File: src/rtl/adc_frame_pkg.sv
package adc_frame_pkg;

    typedef enum logic [1:0] {
        KIND_NORMAL = 2'd0,
        KIND_SLEEP  = 2'd1,
        KIND_WAKE   = 2'd2
    } frame_kind_e;

    typedef enum logic [1:0] {
        ENG_IDLE  = 2'd0,
        ENG_SETUP = 2'd1,
        ENG_LOW   = 2'd2,
        ENG_HIGH  = 2'd3
    } eng_state_e;

    typedef struct packed {
        frame_kind_e kind;
        logic [1:0]  res;
    } frame_tag_t;

    // Number of tail padding bits for a resolution code
    function automatic int unsigned trail_bits(input logic [1:0] code,
                                               input int unsigned step);
        case (code)
            2'b01:   return step;
            2'b10:   return 2 * step;
            default: return 0;
        endcase
    endfunction

endpackage

File: src/rtl/adc_frame_sched.sv
module adc_frame_sched
    import adc_frame_pkg::*;
#(
    parameter int PER_W = 16
) (
    input  logic             clk,
    input  logic             rst,
    input  logic             run,
    input  logic [PER_W-1:0] period,
    input  logic             pd_req,
    input  logic             eng_idle,
    output logic             start,
    output frame_kind_e      kind
);

    logic [PER_W-1:0] tick_cnt;
    logic             pend_q;
    logic             asleep_q;
    logic             tick;

    assign tick  = run && (tick_cnt == '0);
    assign start = tick && eng_idle;

    always_comb begin
        if (pend_q)        kind = KIND_SLEEP;
        else if (asleep_q) kind = KIND_WAKE;
        else               kind = KIND_NORMAL;
    end

    always_ff @(posedge clk) begin
        if (rst) begin
            tick_cnt <= '0;
            pend_q   <= 1'b0;
            asleep_q <= 1'b0;
        end else begin
            if (!run)
                tick_cnt <= '0;
            else if (tick_cnt == '0)
                tick_cnt <= (period == '0) ? '0 : period - PER_W'(1);
            else
                tick_cnt <= tick_cnt - PER_W'(1);

            pend_q <= pd_req | (pend_q & ~start);

            if (start) begin
                if (kind == KIND_SLEEP)     asleep_q <= 1'b1;
                else if (kind == KIND_WAKE) asleep_q <= 1'b0;
            end
        end
    end

    AST_TICK_NEEDS_RUN: assert property (@(posedge clk) disable iff (rst)
        !run |=> (tick_cnt == '0)) else $error("tick counter not cleared");

endmodule

File: src/rtl/adc_serial_engine.sv
module adc_serial_engine
    import adc_frame_pkg::*;
#(
    parameter int FRAME_BITS = 16,
    parameter int SLEEP_BITS = 8,
    parameter int DIV_W      = 8
) (
    input  logic                  clk,
    input  logic                  rst,
    input  logic                  start,
    input  frame_kind_e           kind,
    input  logic [1:0]            res,
    input  logic [DIV_W-1:0]      half,
    input  logic                  sdata,
    output logic                  cs_n,
    output logic                  sclk,
    output logic                  idle,
    output logic                  frame_end,
    output logic [FRAME_BITS-1:0] word,
    output frame_tag_t            tag
);

    localparam int CNT_W = $clog2(FRAME_BITS + 1);

    eng_state_e            state_q;
    logic [DIV_W-1:0]      ph_q;
    logic [DIV_W-1:0]      h_q;
    logic [DIV_W-1:0]      half_eff;
    logic [CNT_W-1:0]      bitcnt_q;
    logic [CNT_W-1:0]      nbits_q;
    frame_tag_t            tag_q;
    logic [FRAME_BITS-1:0] word_q;
    logic                  cs_q;
    logic                  sclk_q;

    assign half_eff  = (half == '0) ? DIV_W'(1) : half;
    assign idle      = (state_q == ENG_IDLE);
    assign frame_end = (state_q == ENG_HIGH) && (ph_q == '0) && (bitcnt_q == nbits_q);
    assign cs_n      = cs_q;
    assign sclk      = sclk_q;
    assign word      = word_q;
    assign tag       = tag_q;

    always_ff @(posedge clk) begin
        if (rst) begin
            state_q  <= ENG_IDLE;
            ph_q     <= '0;
            h_q      <= DIV_W'(1);
            bitcnt_q <= '0;
            nbits_q  <= CNT_W'(FRAME_BITS);
            tag_q    <= '{kind: KIND_NORMAL, res: 2'b00};
            word_q   <= '0;
            cs_q     <= 1'b1;
            sclk_q   <= 1'b1;
        end else begin
            case (state_q)
                ENG_IDLE: begin
                    if (start) begin
                        cs_q     <= 1'b0;
                        sclk_q   <= 1'b1;
                        h_q      <= half_eff;
                        ph_q     <= half_eff - DIV_W'(1);
                        bitcnt_q <= '0;
                        nbits_q  <= (kind == KIND_SLEEP) ? CNT_W'(SLEEP_BITS)
                                                         : CNT_W'(FRAME_BITS);
                        tag_q    <= '{kind: kind, res: res};
                        word_q   <= '0;
                        state_q  <= ENG_SETUP;
                    end
                end
                ENG_SETUP: begin
                    if (ph_q == '0) begin
                        sclk_q  <= 1'b0;
                        ph_q    <= h_q - DIV_W'(1);
                        state_q <= ENG_LOW;
                    end else begin
                        ph_q <= ph_q - DIV_W'(1);
                    end
                end
                ENG_LOW: begin
                    if (ph_q == '0) begin
                        sclk_q   <= 1'b1;
                        word_q   <= {word_q[FRAME_BITS-2:0], sdata};
                        bitcnt_q <= bitcnt_q + CNT_W'(1);
                        ph_q     <= h_q - DIV_W'(1);
                        state_q  <= ENG_HIGH;
                    end else begin
                        ph_q <= ph_q - DIV_W'(1);
                    end
                end
                ENG_HIGH: begin
                    if (ph_q == '0) begin
                        if (bitcnt_q == nbits_q) begin
                            cs_q    <= 1'b1;
                            state_q <= ENG_IDLE;
                        end else begin
                            sclk_q  <= 1'b0;
                            ph_q    <= h_q - DIV_W'(1);
                            state_q <= ENG_LOW;
                        end
                    end else begin
                        ph_q <= ph_q - DIV_W'(1);
                    end
                end
                default: state_q <= ENG_IDLE;
            endcase
        end
    end

    AST_SCLK_IDLE_HIGH: assert property (@(posedge clk) disable iff (rst)
        cs_q |-> sclk_q) else $error("sclk low outside a frame");
    AST_BITCNT_BOUND: assert property (@(posedge clk) disable iff (rst)
        bitcnt_q <= nbits_q) else $error("bit counter overran frame");
    AST_CS_FALL_ON_START: assert property (@(posedge clk) disable iff (rst)
        $fell(cs_q) |-> $past(start)) else $error("frame opened without start");
    AST_SHORT_FRAME_LEN: assert property (@(posedge clk) disable iff (rst)
        (frame_end && tag_q.kind == KIND_SLEEP) |-> (bitcnt_q == CNT_W'(SLEEP_BITS)))
        else $error("power-down frame length wrong");

endmodule

File: src/rtl/adc_result_fmt.sv
module adc_result_fmt
    import adc_frame_pkg::*;
#(
    parameter int FRAME_BITS = 16,
    parameter int LEAD_BITS  = 4,
    parameter int TRAIL_STEP = 2
) (
    input  logic                             clk,
    input  logic                             rst,
    input  logic                             frame_end,
    input  logic [FRAME_BITS-1:0]            word,
    input  frame_tag_t                       tag,
    output logic [FRAME_BITS-LEAD_BITS-1:0]  result,
    output logic                             valid
);

    localparam int RES_W = FRAME_BITS - LEAD_BITS;

    logic [RES_W-1:0] aligned;
    logic             take;

    assign aligned = word[RES_W-1:0] >> trail_bits(tag.res, TRAIL_STEP);
    assign take    = frame_end && (tag.kind == KIND_NORMAL);

    always_ff @(posedge clk) begin
        if (rst) begin
            result <= '0;
            valid  <= 1'b0;
        end else begin
            valid <= take;
            if (take) result <= aligned;
        end
    end

    AST_VALID_ONE_CYCLE: assert property (@(posedge clk) disable iff (rst)
        valid |=> !valid) else $error("valid longer than a cycle");
    AST_RESULT_HOLD: assert property (@(posedge clk) disable iff (rst)
        !valid |-> $stable(result)) else $error("result moved without strobe");
    AST_MID_TOP_ZERO: assert property (@(posedge clk) disable iff (rst)
        (take && tag.res == 2'b01) |=> (result[RES_W-1 -: TRAIL_STEP] == '0))
        else $error("ten-bit result not right-justified");

endmodule

File: src/rtl/adc_frame_ctrl.sv
module adc_frame_ctrl
    import adc_frame_pkg::*;
#(
    parameter int FRAME_BITS = 16,
    parameter int SLEEP_BITS = 8,
    parameter int LEAD_BITS  = 4,
    parameter int TRAIL_STEP = 2,
    parameter int PER_W      = 16,
    parameter int DIV_W      = 8,
    localparam int RES_W     = FRAME_BITS - LEAD_BITS
) (
    input  logic             clk,
    input  logic             rst,
    input  logic             run,
    input  logic [PER_W-1:0] sample_period,
    input  logic [DIV_W-1:0] clk_div,
    input  logic [1:0]       res_sel,
    input  logic             pd_req,
    input  logic             sdata,
    output logic             cs_n,
    output logic             sclk,
    output logic [RES_W-1:0] result,
    output logic             result_valid
);

    logic                  start;
    frame_kind_e           kind;
    logic                  eng_idle;
    logic                  frame_end;
    logic [FRAME_BITS-1:0] word;
    frame_tag_t            tag;

    adc_frame_sched #(.PER_W(PER_W)) u_sched (
        .clk      (clk),
        .rst      (rst),
        .run      (run),
        .period   (sample_period),
        .pd_req   (pd_req),
        .eng_idle (eng_idle),
        .start    (start),
        .kind     (kind)
    );

    adc_serial_engine #(
        .FRAME_BITS (FRAME_BITS),
        .SLEEP_BITS (SLEEP_BITS),
        .DIV_W      (DIV_W)
    ) u_engine (
        .clk       (clk),
        .rst       (rst),
        .start     (start),
        .kind      (kind),
        .res       (res_sel),
        .half      (clk_div),
        .sdata     (sdata),
        .cs_n      (cs_n),
        .sclk      (sclk),
        .idle      (eng_idle),
        .frame_end (frame_end),
        .word      (word),
        .tag       (tag)
    );

    adc_result_fmt #(
        .FRAME_BITS (FRAME_BITS),
        .LEAD_BITS  (LEAD_BITS),
        .TRAIL_STEP (TRAIL_STEP)
    ) u_fmt (
        .clk       (clk),
        .rst       (rst),
        .frame_end (frame_end),
        .word      (word),
        .tag       (tag),
        .result    (result),
        .valid     (result_valid)
    );

    AST_START_WHILE_IDLE: assert property (@(posedge clk) disable iff (rst)
        start |-> cs_n) else $error("start during active frame");
    AST_VALID_ON_CS_RISE: assert property (@(posedge clk) disable iff (rst)
        result_valid |-> (cs_n && !$past(cs_n))) else $error("strobe off frame end");

endmodule

File: config.mk
export PLATFORM = sky130hd
export DESIGN_NAME = adc_frame_ctrl
export DESIGN_NICKNAME = d
export VERILOG_FILES = /design/src/rtl/adc_frame_pkg.sv /design/src/rtl/adc_frame_sched.sv /design/src/rtl/adc_serial_engine.sv /design/src/rtl/adc_result_fmt.sv /design/src/rtl/adc_frame_ctrl.sv
export SDC_FILE = /design/constraint.sdc
export NUM_CORES = 1
export LEC_CHECK = 0
export BUFFER_PORTS_ARGS = -buffer_cell sky130_fd_sc_hd__buf_2
export CAP_MARGIN = 20
export CORE_MARGIN = 10
export CORE_UTILIZATION = 35
export CTS_CLUSTER_DIAMETER = 200
export DETAILED_ROUTE_END_ITERATION = 6
export SYNTH_ARGS = -nofsm -noshare
export SYNTH_HDL_FRONTEND = slang
export SYNTH_SLANG_ARGS = --single-unit
File: constraint.sdc
create_clock -name clk -period 4.35 [get_ports clk]
set_clock_uncertainty 0.15 [all_clocks]
set_input_delay 0.87 -clock clk [delete_from_list [all_inputs] [get_ports clk]]
set_output_delay 0.87 -clock clk [all_outputs]
set_load 0.02 [all_outputs]
==> impl_metrics.yaml <==
clock_tree:
  postCtsSetupBuffers: 0
  root_buffer: "clkbuf_16"
  cts_tree: "built"
  path_clk_slew_ps: 50
  cts_hold_buf: 0
  clk_latency_ps: 330
  h-tree-depth: 3
  clk_path_buf_depth: 2
  numClockSinks: 74
  cts_made_buffers: 9
  cts.repair.resized: 0
logic_synthesis:
  synth_flop_cell: "dfxtp_1"
  yosysWarnings: 0
  async_flop_share_pct: 0
  synth-edff-count: 0
  synth_area_mm2: 0.004001
  ys_ff_latch: 74
  avgSynthCellArea_um2: 7.892
  synthDistinctLibCells: 55
  synthCells: 507
  synth_seq_area_share_pct: 37.02
  syn_nets: 545
pwr:
  internal-power_w: 0.001875
  switching_share_pct: 42.52
  p_leak_nw: 1.712
  powerDensity_mw_per_mm2: 714.9
  seq_power_share_pct: 30.4
  p_sw_w: 0.001387
  comb_power_share_pct: 48.8
  vdd_ir_drop_max_v: 0.0003024
  p_clk_share_pct: 20.8
worst_setup_path:
  cp.required_ps: 4410
  crit_end: "u_engine.nbits_q[4]$_SDFFE_PP1P_"
  crit_fanout: 33
  crit_path_end_kind: "register"
  r2r_setup_slack_ps: 1370
  start_kind: "register"
  worst_ep_arrival_time_ps: 3050
  crit_path_start: "u_sched.tick_cnt[7]$_SDFF_PP0_"
  r2r_start: "u_sched.tick_cnt[7]$_SDFF_PP0_"
  worstRegToRegCells: 5
  path_class: "reg2reg"
  rr_endpoint: "u_engine.nbits_q[4]$_SDFFE_PP1P_"
layout:
  final_cell_mix: "84 x nand2_1, 74 x dfxtp_1, 60 x a21oi_1"
  drive_above_1_share_pct: 16.27
  final_area_mm2: 0.004563
  area_growth_pct: 14.04
  n_antenna_cell: 0
  seqCellArea_mm2: 0.001481
  utilization_pct: 41.37
  final_common_cell: "nand2_1"
  multi_input_area_mm2: 0.002356
  n_fill_cell: 1146
  fin_nets: 575
placed_design:
  post-dp-hpwl_um: 6664
  gp_congestion: 0.7890
  io_buffer_count: 45
  postPlaceCellArea_mm2: 0.004290
route:
  via_per_inst: 5.197
  wirelength_um: 9024
  first_pass_iters: 4
  drc_errors: 0
  dr_total_vias: 3539
  drt_iter0_drc: 189
  antenna_left: 0
  routedWlPerCell_um: 13.25
floorplan:
  initial_core_util_pct: 36.27
  io_pins: 46
  core-area_mm2: 0.01103
  die_h_um: 126.9
  dieWidth_um: 126.9
  dieArea_mm2: 0.01611
  rows: 38
timing:
  period_share_pct: 68.57
  maxSlewViolCount: 0
  rsz0062_at_grt: "no"
  maxSlewHeadroom_pct: 36.51
  tightest_slew_ps: 951.1
  holdWs_ps: 301.2
  min_period_ps: 2983
  max_clock_freq_ghz: 0.3353
  setup_viol: 0
  tns_ps: 0
  hold_viol_final: 0
global_route:
  grt_pass1_wl_um: 15410
  grt_util_all_layers_pct: 10.94
  grt-ovfl-total: 0
  grt_pass1_vias: 3382
  antenna_found_initial: 0
  grt_start_max_net_pins: 59
run_status:
  outcome: "complete, no violations"
job:
  max-cap-violations: 0
worst_hold_path:
  hold_path_depth: 2
  hold_path_class: "reg2reg"
[power groups by stage]
stage,registers (W),clock network [W],logic (W)
3_5_place_dp,0.00100,0,0.00160
3_3_place_gp,0.000996,0,0.00157
5_1_grt,0.00101,0.000720,0.00181
2_1_floorplan,0.000937,0,0.00139
4_1_cts,0.000988,0.000693,0.00161
6_report,0.000991,0.000679,0.00159
[worst max-delay path, stage by stage, from the launching register on]
cell     delay [ps]
dfxtp_1         340
or4_4           570
or3_4           370
nor4_4          350
nand3_2         600
a211o_1         480
[kinds of logic (layout without fill, tap and decap cells)]
logic type | Yosys count | after routing | share of synthesized area, %
xor+xnor | 34 | 34 | 7.442
fa+ha+maj | 7 | 7 | 2.189
simple gates | 227 | 227 | 27.74
flops | 74 | 74 | 37.02
mux | 15 | 15 | 4.003
buf+inv | 37 | 71 | 4.096
compound gates | 113 | 113 | 17.51
[how the worst min path moves through the flow]
stage,from,to
finish,u_fmt.result[11]$_SDFFE_PP0P_,u_fmt.result[11]$_SDFFE_PP0P_
global route,u_engine.h_q[1]$_SDFFE_PP0P_,u_engine.h_q[1]$_SDFFE_PP0P_
CTS,u_fmt.result[11]$_SDFFE_PP0P_,u_fmt.result[11]$_SDFFE_PP0P_
detailed placement,u_fmt.result[11]$_SDFFE_PP0P_,u_fmt.result[11]$_SDFFE_PP0P_
global placement,u_fmt.result[11]$_SDFFE_PP0P_,u_fmt.result[11]$_SDFFE_PP0P_
floorplan,u_engine.tag[3]$_SDFFE_PP0P_,u_engine.tag[3]$_SDFFE_PP0P_
[layout make-up]
type	count	share of cell area, %
Sequential cell	74	32.46
Multi-Input combinational cell	396	51.63
Timing Repair Buffer	48	5.429
Clock buffer	13	5.703
Tap cell	140	3.839
Clock inverter	2	0.2742
Inverter	8	0.6581
[metrics by stage]
stage	setup slack (ps)	total power, W	instances
6_report	1367	0.003262	681
2_1_floorplan	1606	0.002327	507
4_1_cts	1357	0.003287	681
3_5_place_dp	1283	0.002598	666
5_1_grt	1117	0.003546	681
3_3_place_gp	1330	0.002566	666
[Yosys cell counts (3+ instances only)]
library cell	number	area share, %
clkbuf_1	18	1.7
nand2_1	84	7.9
or3_1	3	0.47
a211o_1	3	0.66
ha_1	7	2.2
nand3b_1	4	0.75
buf_1	3	0.28
dfxtp_1	74	37
nand4_1	3	0.47
a31oi_1	3	0.47
o211ai_1	3	0.56
xnor2_1	12	2.6
mux2_2	8	2.3
nand2b_1	5	0.78
nand3_1	23	2.9
nor3_1	19	2.4
nor2_1	58	5.4
o21ai_0	9	1.1
mux2i_1	7	1.8
xor2_1	22	4.8
inv_1	8	0.75
a211oi_1	16	3.0
a21oi_1	60	7.5
a311oi_1	3	0.66
buf_2	5	0.63
nor4_1	5	0.78
[sequential cells by signal (all words and copies together), names as in the netlist]
register and flops:
u_engine.sclk 1, u_engine.state_q 2, u_fmt.valid 1, u_engine.h_q 8, u_fmt.result 12, u_sched.pend_q 1
u_engine.cs_n 1, u_engine.ph_q 8, u_sched.tick_cnt 16, u_engine.tag 4, u_engine.bitcnt_q 5, u_engine.nbits_q 2
u_engine.word 12, u_sched.asleep_q 1
[routing by layer]
layer / track usage (%) / up-vias / part of all wire [%]
met2: 17.68 / 90 / 43
met5: 0 / - / 0
met4: 4.153 / 0 / 1.4
li1: - / 1838 / -
met3: 2.166 / 10 / 5.1
met1: 14.00 / 1601 / 50
(Power assumes the default switching activity.)
